--- config.mk ---
export PLATFORM = sky130hd
export DESIGN_NAME = gpio2_top
export DESIGN_NICKNAME = d
export VERILOG_FILES = /design/src/rtl/gpio2_pkg.sv /design/src/rtl/gpio2_port.sv /design/src/rtl/gpio2_notify.sv /design/src/rtl/gpio2_top.sv
export SDC_FILE = /design/constraint.sdc
export NUM_CORES = 1
export LEC_CHECK = 0
export CORE_UTILIZATION = 50
export DETAILED_ROUTE_END_ITERATION = 8
export DONT_BUFFER_PORTS = 1
export PLACE_DENSITY = 0.68
export RECOVER_POWER = 100
export SYNTH_ARGS = -nofsm -noshare
export SYNTH_HDL_FRONTEND = slang
export SYNTH_SLANG_ARGS = --single-unit
--- constraint.sdc ---
create_clock -name clk -period 3.3 [get_ports clk]
set_clock_uncertainty 0.1 [all_clocks]
set_input_delay 0.33 -clock clk [delete_from_list [all_inputs] [get_ports clk]]
set_output_delay 0.33 -clock clk [all_outputs]
set_load 0.01 [all_outputs]
--- src/rtl/gpio2_pkg.sv ---
package gpio2_pkg;

    typedef enum logic [2:0] {
        RA_CTL_A = 3'd0,
        RA_CTL_B = 3'd1,
        RA_DAT_A = 3'd2,
        RA_DAT_B = 3'd3,
        RA_IRQ   = 3'd4
    } reg_addr_e;

    typedef enum logic {
        NS_IDLE  = 1'b0,
        NS_PULSE = 1'b1
    } ntf_state_e;

endpackage

--- src/rtl/gpio2_port.sv ---
module gpio2_port #(
    parameter int W = 16
) (
    input  logic           clk,
    input  logic           rst_n,
    input  logic           ctl_we,
    input  logic           dat_we,
    input  logic [2*W-1:0] wr_ctl,
    input  logic [W-1:0]   wr_dat,
    input  logic [W-1:0]   per_oe_q,
    input  logic [W-1:0]   per_do_q,
    output logic [2*W-1:0] ctl_q,
    output logic [W-1:0]   line,
    output logic [W-1:0]   line_next
);

    logic [W-1:0]   dat_q;
    logic [2*W-1:0] ctl_n;
    logic [W-1:0]   dat_n;
    logic [W-1:0]   oe_cur, pu_cur, oe_nxt, pu_nxt;

    assign ctl_n = ctl_we ? wr_ctl : ctl_q;
    assign dat_n = dat_we ? wr_dat : dat_q;

    for (genvar p = 0; p < W; p++) begin : g_split
        assign oe_cur[p] = ctl_q[2*p];
        assign pu_cur[p] = ctl_q[2*p+1];
        assign oe_nxt[p] = ctl_n[2*p];
        assign pu_nxt[p] = ctl_n[2*p+1];
    end

    assign line      = (oe_cur & dat_q) | (per_oe_q & per_do_q)
                     | (~(oe_cur | per_oe_q) & pu_cur);
    assign line_next = (oe_nxt & dat_n) | (per_oe_q & per_do_q)
                     | (~(oe_nxt | per_oe_q) & pu_nxt);

    always_ff @(posedge clk or negedge rst_n) begin
        if (!rst_n) begin
            ctl_q <= '0;
            dat_q <= '0;
        end else begin
            ctl_q <= ctl_n;
            dat_q <= dat_n;
        end
    end

endmodule

--- src/rtl/gpio2_notify.sv ---
module gpio2_notify
    import gpio2_pkg::*;
#(
    parameter int W  = 16,
    parameter int NL = 4
) (
    input  logic          clk,
    input  logic          rst_n,
    input  logic          trig_a,
    input  logic          trig_b,
    input  logic [W-1:0]  chg_a,
    input  logic [W-1:0]  chg_b,
    input  logic [NL-1:0] lsn_en,
    input  logic [NL*W-1:0] mask_a,
    input  logic [NL*W-1:0] mask_b,
    input  logic [W-1:0]  snap_a,
    input  logic [W-1:0]  snap_b,
    output logic [NL-1:0] pulse,
    output logic [W-1:0]  snap_a_q,
    output logic [W-1:0]  snap_b_q
);

    ntf_state_e    st_q, st_d;
    logic [NL-1:0] hit, hit_q;
    logic          any_hit;

    for (genvar l = 0; l < NL; l++) begin : g_lsn
        assign hit[l] = lsn_en[l]
                      & ((trig_a & (|(mask_a[l*W +: W] & chg_a)))
                       | (trig_b & (|(mask_b[l*W +: W] & chg_b))));
    end

    assign any_hit = |hit;

    always_comb begin
        st_d = st_q;
        unique case (st_q)
            NS_IDLE:  st_d = any_hit ? NS_PULSE : NS_IDLE;
            NS_PULSE: st_d = any_hit ? NS_PULSE : NS_IDLE;
        endcase
    end

    always_ff @(posedge clk or negedge rst_n) begin
        if (!rst_n) begin
            st_q     <= NS_IDLE;
            hit_q    <= '0;
            snap_a_q <= '0;
            snap_b_q <= '0;
        end else begin
            st_q  <= st_d;
            hit_q <= hit;
            if (any_hit) begin
                snap_a_q <= snap_a;
                snap_b_q <= snap_b;
            end
        end
    end

    always_comb begin
        unique case (st_q)
            NS_IDLE:  pulse = '0;
            NS_PULSE: pulse = hit_q;
        endcase
    end

endmodule

--- src/rtl/gpio2_top.sv ---
module gpio2_top
    import gpio2_pkg::*;
#(
    parameter int W  = 16,
    parameter int NL = 4
) (
    input  logic            clk,
    input  logic            rst_n,
    input  logic            bus_wr,
    input  logic [2:0]      bus_addr,
    input  logic            bus_wide,
    input  logic [31:0]     bus_wdata,
    output logic [31:0]     bus_rdata,
    input  logic [W-1:0]    per_oe_a,
    input  logic [W-1:0]    per_do_a,
    input  logic [W-1:0]    per_oe_b,
    input  logic [W-1:0]    per_do_b,
    input  logic [NL-1:0]   lsn_en,
    input  logic [NL*W-1:0] lsn_mask_a,
    input  logic [NL*W-1:0] lsn_mask_b,
    output logic [W-1:0]    pin_a,
    output logic [W-1:0]    pin_b,
    output logic [NL-1:0]   ntf_pulse,
    output logic [W-1:0]    ntf_pin_a,
    output logic [W-1:0]    ntf_pin_b,
    output logic            err_size,
    output logic            err_irqctl
);

    localparam int CW = 2 * W;

    logic [W-1:0]  pa_oe_q, pa_do_q, pb_oe_q, pb_do_q;
    logic          we_ctl_a, we_ctl_b, we_dat_a, we_dat_b, we_irq;
    logic          size_bad;
    logic [15:0]   irq_q;
    logic [CW-1:0] ctl_a_q, ctl_b_q;
    logic [W-1:0]  nxt_a, nxt_b;

    always_comb begin
        we_ctl_a = 1'b0;
        we_ctl_b = 1'b0;
        we_dat_a = 1'b0;
        we_dat_b = 1'b0;
        we_irq   = 1'b0;
        size_bad = 1'b0;
        if (bus_wr) begin
            case (bus_addr)
                RA_CTL_A: if (bus_wide)  we_ctl_a = 1'b1; else size_bad = 1'b1;
                RA_CTL_B: if (bus_wide)  we_ctl_b = 1'b1; else size_bad = 1'b1;
                RA_DAT_A: if (!bus_wide) we_dat_a = 1'b1; else size_bad = 1'b1;
                RA_DAT_B: if (!bus_wide) we_dat_b = 1'b1; else size_bad = 1'b1;
                RA_IRQ:   if (!bus_wide) we_irq   = 1'b1; else size_bad = 1'b1;
                default:  ;
            endcase
        end
    end

    always_ff @(posedge clk or negedge rst_n) begin
        if (!rst_n) begin
            pa_oe_q    <= '0;
            pa_do_q    <= '0;
            pb_oe_q    <= '0;
            pb_do_q    <= '0;
            irq_q      <= '0;
            err_size   <= 1'b0;
            err_irqctl <= 1'b0;
        end else begin
            pa_oe_q <= per_oe_a;
            pa_do_q <= per_do_a;
            pb_oe_q <= per_oe_b;
            pb_do_q <= per_do_b;
            if (we_irq) begin
                irq_q <= bus_wdata[15:0];
                if (bus_wdata[15:0] != 16'd0) err_irqctl <= 1'b1;
            end
            if (size_bad) err_size <= 1'b1;
        end
    end

    gpio2_port #(.W(W)) u_port_a (
        .clk(clk), .rst_n(rst_n),
        .ctl_we(we_ctl_a), .dat_we(we_dat_a),
        .wr_ctl(bus_wdata[CW-1:0]), .wr_dat(bus_wdata[W-1:0]),
        .per_oe_q(pa_oe_q), .per_do_q(pa_do_q),
        .ctl_q(ctl_a_q), .line(pin_a), .line_next(nxt_a)
    );

    gpio2_port #(.W(W)) u_port_b (
        .clk(clk), .rst_n(rst_n),
        .ctl_we(we_ctl_b), .dat_we(we_dat_b),
        .wr_ctl(bus_wdata[CW-1:0]), .wr_dat(bus_wdata[W-1:0]),
        .per_oe_q(pb_oe_q), .per_do_q(pb_do_q),
        .ctl_q(ctl_b_q), .line(pin_b), .line_next(nxt_b)
    );

    gpio2_notify #(.W(W), .NL(NL)) u_notify (
        .clk(clk), .rst_n(rst_n),
        .trig_a(we_ctl_a | we_dat_a), .trig_b(we_ctl_b | we_dat_b),
        .chg_a(pin_a ^ nxt_a), .chg_b(pin_b ^ nxt_b),
        .lsn_en(lsn_en), .mask_a(lsn_mask_a), .mask_b(lsn_mask_b),
        .snap_a(nxt_a), .snap_b(nxt_b),
        .pulse(ntf_pulse), .snap_a_q(ntf_pin_a), .snap_b_q(ntf_pin_b)
    );

    always_comb begin
        case (bus_addr)
            RA_CTL_A: bus_rdata = 32'(ctl_a_q);
            RA_CTL_B: bus_rdata = 32'(ctl_b_q);
            RA_DAT_A: bus_rdata = 32'(pin_a);
            RA_DAT_B: bus_rdata = 32'(pin_b);
            RA_IRQ:   bus_rdata = {16'd0, irq_q};
            default:  bus_rdata = '0;
        endcase
    end

endmodule

## Word level (Yosys, flattened, before mapping)

Cells that the tools add are included.

- Divide/modulo/power cells: 0
- Add/sub/neg operators: 0
- Mux-type cells: 21
- Equal/unequal tests: 4
- $lt $le $gt $ge: 0
- $mul: 0
- Reductions and logical operators: 14
- Bitwise operators: 55
- Shifts and indexed selects: 0

Operator list:

| kind | count |
|---|---|
| AND 16 bit | 18 |
| OR 16 bit | 12 |
| one-hot mux 32 bit (5 select lines) | 1 |
| OR reduction 16 bit | 8 |
| 2-to-1 mux 32 bit | 2 |
| NOT 16 bit | 4 |
| 2-to-1 mux 16 bit | 2 |
| bitwise XOR 16 bit | 2 |
| nonzero test 16 bit | 1 |
| 2-to-1 mux 1 bit | 14 |
| AND 1 bit | 12 |
| one-hot mux 4 bit (2 select lines) | 1 |
| == test 3 x 2 -> 1 bit (second input constant) | 2 |
| OR 1 bit | 6 |
| OR reduction 4 bit | 1 |
| == test 3 x 1 -> 1 bit (second input constant) | 1 |
| == test 3 bit (second input constant) | 1 |
| zero test 3 bit | 1 |
| OR reduction 3 bit | 1 |
| one-hot mux 1 bit (2 select lines) | 1 |
| AND reduction 2 bit | 1 |
| OR reduction 2 bit | 1 |
| NOT 1 bit | 1 |

- Memory bits (writable): 0
- ROM bits: 0
- Input bits: 235
- Register bits: 215
- Bits in latches: 0
- Memories: 0

## Depth between registers and ports, before layout

- Depth after elaboration: 16
- Gate-level depth with buffers: 14
- Mapped depth without buffers: 10

## Modules after synthesis

Synthesis repeated with hierarchy kept, for this count alone.

- Cell total of the unflattened synthesis: 901
- Area, all modules: 11,015.6 um2

By module, submodules not included:

| module | cells an instance | area an instance (um2) | times used |
|---|---|---|---|
| gpio2_port | 244 | 2,733.9 | 2 |
| gpio2_top | 255 | 3,502.1 | 1 |
| gpio2_notify | 158 | 2,045.7 | 1 |

## Least setup slack after synthesis

Ideal clock, no wire load.

- Kind: input-to-reg
- Start: in bus_wide
- End: reg u_notify.snap_a_q[10]
- Path buffers: 3
- Arrival time: 3,665 ps
- Cell stages on the path: 13
- Library setup time: 128 ps
- Setup slack: -593 ps
- Data required time: 3,072 ps
- Path through: buf_2 > nand4bb_1 > nor2_1 > buf_2 > mux2_2 > a21oi_2 > xor2_1 > o2111ai_1 > nand3b_1 > o41a_1 > nor4_4 > buf_4 > mux2_1

- Elaborated cells on any way between the ends: 63

RTL lines:

| what | RTL line | RTL |
|---|---|---|
| start: declaration | gpio2_top.sv:11 | `input logic bus_wide,` |
| 2-to-1 mux 1 bit | gpio2_top.sv:50 | `RA_DAT_A: if (!bus_wide) we_dat_a = 1'b1; else size_bad = 1'b1;` |
| 2-to-1 mux 1 bit | gpio2_top.sv:47 | `case (bus_addr)` |
| 2-to-1 mux 1 bit | gpio2_top.sv:46 | `if (bus_wr) begin` |
| 2-to-1 mux 16 bit | gpio2_port.sv:23 | `assign dat_n = dat_we ? wr_dat : dat_q;` |
| named net u_port_a.dat_n[9] | gpio2_port.sv:19 | `logic [W-1:0] dat_n;` |
| AND 16 bit | gpio2_port.sv:34 | `assign line_next = (oe_nxt & dat_n) \| (per_oe_q & per_do_q)` |
| OR 16 bit | gpio2_port.sv:34 |  |
| OR 16 bit | gpio2_port.sv:35 | `\| (~(oe_nxt \| per_oe_q) & pu_nxt);` |
| bitwise XOR 16 bit | gpio2_top.sv:99 | `.chg_a(pin_a ^ nxt_a), .chg_b(pin_b ^ nxt_b),` |
| AND 16 bit | gpio2_notify.sv:29 | `& ((trig_a & (\|(mask_a[l*W +: W] & chg_a)))` |
| OR reduction 16 bit | gpio2_notify.sv:29 |  |
| AND 1 bit | gpio2_notify.sv:29 |  |
| OR 1 bit | gpio2_notify.sv:30 | `\| (trig_b & (\|(mask_b[l*W +: W] & chg_b))));` |
| AND 1 bit | gpio2_notify.sv:29 |  |
| named net u_notify.hit[2] | gpio2_notify.sv:24 | `logic [NL-1:0] hit, hit_q;` |
| OR reduction 4 bit | gpio2_notify.sv:33 | `assign any_hit = \|hit;` |
| end signal: assignment | gpio2_notify.sv:53 | `snap_a_q <= snap_a;` |
| end: declaration | gpio2_notify.sv:19 | `output logic [W-1:0] snap_a_q,` |

The timed path passes the listed nets, and every way through them passes these cells.
A chain may end at the register's enable or synchronous reset.

## Worst setup path in the final report

- Start: in bus_wdata[3]
- End: reg u_notify.snap_a_q[8]

- Longest elaborated chain between the ends: 11
- Elaborated cells on any way between the ends: 47

Ends and longest elaborated chain:

| what | RTL line | RTL |
|---|---|---|
| start: declaration | gpio2_top.sv:12 | `input logic [31:0] bus_wdata,` |
| 2-to-1 mux 16 bit | gpio2_port.sv:23 |  |
| AND 16 bit | gpio2_port.sv:34 |  |
| OR 16 bit | gpio2_port.sv:34 |  |
| OR 16 bit | gpio2_port.sv:35 |  |
| bitwise XOR 16 bit | gpio2_top.sv:99 |  |
| AND 16 bit (on tied branches) | gpio2_notify.sv:29, gpio2_notify.sv:30 |  |
| OR reduction 16 bit (on tied branches) | gpio2_notify.sv:29, gpio2_notify.sv:30 |  |
| AND 1 bit (on tied branches) | gpio2_notify.sv:29, gpio2_notify.sv:30 |  |
| OR 1 bit * | gpio2_notify.sv:30 |  |
| AND 1 bit * | gpio2_notify.sv:29 |  |
| named net u_notify.hit[3] | gpio2_notify.sv:24 |  |
| OR reduction 4 bit * | gpio2_notify.sv:33 |  |

The timed path passes the listed nets; every way through them passes the cells marked *.

==> out/qor.txt <==
Crit-path cells -> dlygate4sd3_1 > mux2i_1 > o22ai_2 > xor2_4 > buf_4 > a22oi_1 > buf_4 > nand4_1 > o41a_1 > nor4_4 > buf_6 > buf_12 > mux2_4
Worst setup slack after placement -> -884 ps
Clk_lat worst skew -> 530 ps
Leading registers by flop count -> u_port_a.ctl_q x32, u_port_b.ctl_q x32
Ports -> 337
Required time reported for the critical path endpoint -> 3610 ps
Synthesized area -> 0.0114 sq mm
Proportion of register bits with asynchronous set or reset after synthesis -> 100%
Seq. cell area -> 0.00538 sq mm
Maximum number of pins on one net before global-route repair -> 216
Maximum clock insertion buffer count -> 3
Sequential element share of the synthesized area -> 47.1%
Share of layout cells above drive strength 1 -> 29.2%
Total Die Area -> 0.0234 sq mm
Post-detail-place hpwl -> 34.0 mm
Mean instance size in the synthesized netlist -> 10.1 sq um
Peak clock frequency supported by timing -> 285 MHz
Final-stage net count -> 1692
Total grt overflow -> 0
Total Negative Setup Slacks -> -5070 ps
Unrepaired setup endpoints after global routing -> true
Clk pin slew, worst setup/hold paths -> 60 ps
Violations in the final reports -> negative hold slack, negative setup slack
Clock tree from TritonCTS -> built
Number of synthesized register bits -> 215
Number of cells produced by synthesis -> 1128
Filler-free cell count of the finished design -> 1758
Min Clock Period, post-route -> 3510 ps
Antenna violations before repair -> 3
Top post-synthesis cells by area -> dfrtp_1 (47%), mux2i_1 (7.9%), mux2_2 (5.7%)
Htree depth -> 1
Vert. Die Dim -> 153 um
Switching Power -> 3.37 mW
Startpoint of the most critical register-to-register path -> u_port_a.ctl_q[6]$_DFF_PN0_
Slew @ Worst Pin -> 911 ps
Core area -> 0.0221 sq mm
Cell type with the highest aggregate area in the netlist -> dfrtp_1
Vias in the first global route -> 11400
Leak Pwr -> 7.41 nW
Minimum hold slack -> -602 ps
Number of buffers added to fix hold violations after cts -> 110
Internal power of the cells -> 6.56 mW
Slowest cell delay on critical path -> 730 ps
Number of search-and-repair iterations in the first detailed-routing pass -> 5
Share of power burned in the clock network -> 30.1%
Die extent in x -> 153 um
Placed instance count -> 1568
Wire length reported by the detailed router -> 49.8 mm
Worst-path cell with the longest stage delay -> dlygate4sd3_1
Count of antenna-violating nets left after detailed routing -> 0
Routed vias/inst -> 6.46
Crit path launch type -> input port
Instance area after placement -> 0.0133 sq mm
Relative contribution of combinational cells to total power -> 34.8%
Critical path buffers and inverters -> 5
Primary FF master, synth -> dfrtp_1
HP Class -> input port to asynchronous set/reset pin
Switching Share -> 34.0%
DRC Markers -> 0
Top-area cell type share of the netlist area -> 47.1%
Arrival time of the worst setup path -> 3820 ps
GR Util All Layers -> 41.6%
Count of clock tree sinks -> 215
Number of buffer cells added on primary ports -> 0
Distinct cell type count after synthesis -> 58
Global-route wire length before repair -> 72.1 mm
Setup-failing EPs final -> 33
Footprint of the multi-input gates -> 0.00596 sq mm
Max-cap check violation count -> 0
Number of enable-type register cells in the synthesized netlist -> 0
Category of the most critical setup path -> input port to flip-flop
Ranking of synthesized cells by instance count -> dfrtp_1 (215), mux2i_1 (90), inv_1 (88), a22oi_1 (84), nand2_1 (82)
DRC marker count from the first detailed-route iteration -> 1281
Maximum resistive drop on vdd -> 447 uV
Rows -> 54
Fillcell total -> 1562
Final critical-path setup slack -> -209 ps
Area delta synth->final -> 40.3%
Number of nets produced by synthesis -> 1363
Number of warning messages in the yosys log -> 0
PwrDens -> 621 mW/mm^2
Remaining max-slew budget at the tightest pin -> 39.2%
Finished layout cell area -> 0.0160 sq mm
Final cycle utilization of the critical path -> 106%
Outcome -> complete, but fails checks
TritonCTS Buffers -> 25
Crit. End Element -> flip-flop
Number of endpoints with negative hold slack in the final report -> 215
Final routed wire length divided by cell count -> 28.4 um
Most used cell along the critical path -> buf_4
Total via count after detailed routing -> 11400
Most frequent cell after synthesis -> dfrtp_1
Worst-path fanout max -> 6
Worst Setup SP -> bus_wdata[3]
Slew Limit Fails -> 0
Root buffer cell -> clkbuf_16
CP delay by family, top -> buffers and inverters
Sequential share of power -> 35.1%
Starting density of the core -> 51.7%
Placer congestion estimate -> 0.991
-- path summary, 6_finish.rpt --
kind | to | depth (start not counted) | slack, ps
min in group clk | u_notify.hit_q[2]$_DFF_PN0_ | 2 | 20
max in group asynchronous | u_notify.snap_b_q[9]$_DFFE_PN0P_ | 0 | 3310
worst min register to register | irq_q[0]$_DFFE_PN0P_ | 2 | 400
worst max-delay path | u_notify.snap_a_q[8]$_DFFE_PN0P_ | 13 | -210
worst max register to register | u_notify.snap_a_q[8]$_DFFE_PN0P_ | 14 | -210
worst min-delay path | pb_do_q[2]$_DFF_PN0_ | 0 | -600
-- kinds of logic after synthesis --
family                    share of synthesized area, %
buffers and inverters                             4.77
AOI/OAI and AO/OA                                 17.5
DFF                                               47.1
muxes                                             14.5
and+or+nand+nor                                   13.6
xor gates and xnor gates                          2.46
-- cells in the final DEF (no fill, tap or decap), types with 6 or more instances in the layout --
master and instances:
a21oi_1 45, a21oi_2 9, a22oi_1 75, a22oi_2 10, and2_1 8, buf_12 8
buf_4 217, buf_6 8, buf_8 6, clkbuf_16 25, dfrtp_1 214, dlygate4sd3_1 107
inv_1 86, mux2_2 51, mux2_4 16, mux2i_1 81, mux2i_2 6, nand2_1 81
nand2b_1 35, nand3_1 8, nand4_1 11, nand4bb_1 12, nor2_1 78, nor2b_1 8
nor3_1 8, o211ai_1 8, o21a_1 6, o21ai_0 44, o21ai_1 20, o21ai_2 6
o221ai_1 6, o22a_1 11, o22ai_1 12, o32ai_1 16, xnor2_1 9, xnor2_2 10
xor2_1 9
-- metrics by stage --
step	power, mW	hold WS [ps]	utilization, %
final	9.94	-602	72.5
after detailed placement	6.41	-55.0	60.1
after CTS	9.62	-611	70.9
after global routing	10.3	-610	72.5
after floorplan	4.98	-65.6	-
after global placement	6.35	-58.3	60.1
-- layer usage --
layer	part of all wire [%]	wire length, um	vias up	global-route usage, %
met5	0	0	-	0
met4	7.9	3920	0	27.7
met3	12	5750	274	13.2
met2	45	22500	862	65.2
met1	35	17700	5489	49.1
li1	-	-	4730	-
-- area by class of cell --
cell class | count | share of cell area [%]
Sequential cell | 215 | 33.6
Tap cell | 280 | 2.19
Clock buffer | 34 | 4.43
Timing Repair Buffer | 350 | 19.4
Clock inverter | 11 | 1.04
Inverter | 88 | 2.06
Multi-Input combinational cell | 777 | 37.2
Antenna cell | 3 | 0.0469
-- power groups by stage --
| stage | Sequential, mW | Clock [mW] | Combinational [mW] |
|---|---|---|---|
| after detailed placement | 3.49 | 0 | 2.92 |
| after global placement | 3.48 | 0 | 2.87 |
| after floorplan | 3.38 | 0 | 1.60 |
| after global routing | 3.52 | 3.11 | 3.62 |
| final | 3.48 | 3.00 | 3.46 |
| after CTS | 3.45 | 2.99 | 3.19 |
-- repair_timing --
action                                  CTS  global route
setup buffers                            16            14
pin swaps                                14            28
endpoints found under the setup margin   33            33
endpoints found under the hold margin   391           215
resized for setup                        63            57
cloned                                    2             0
No activity file was read; power rests on OpenSTA's default activity.
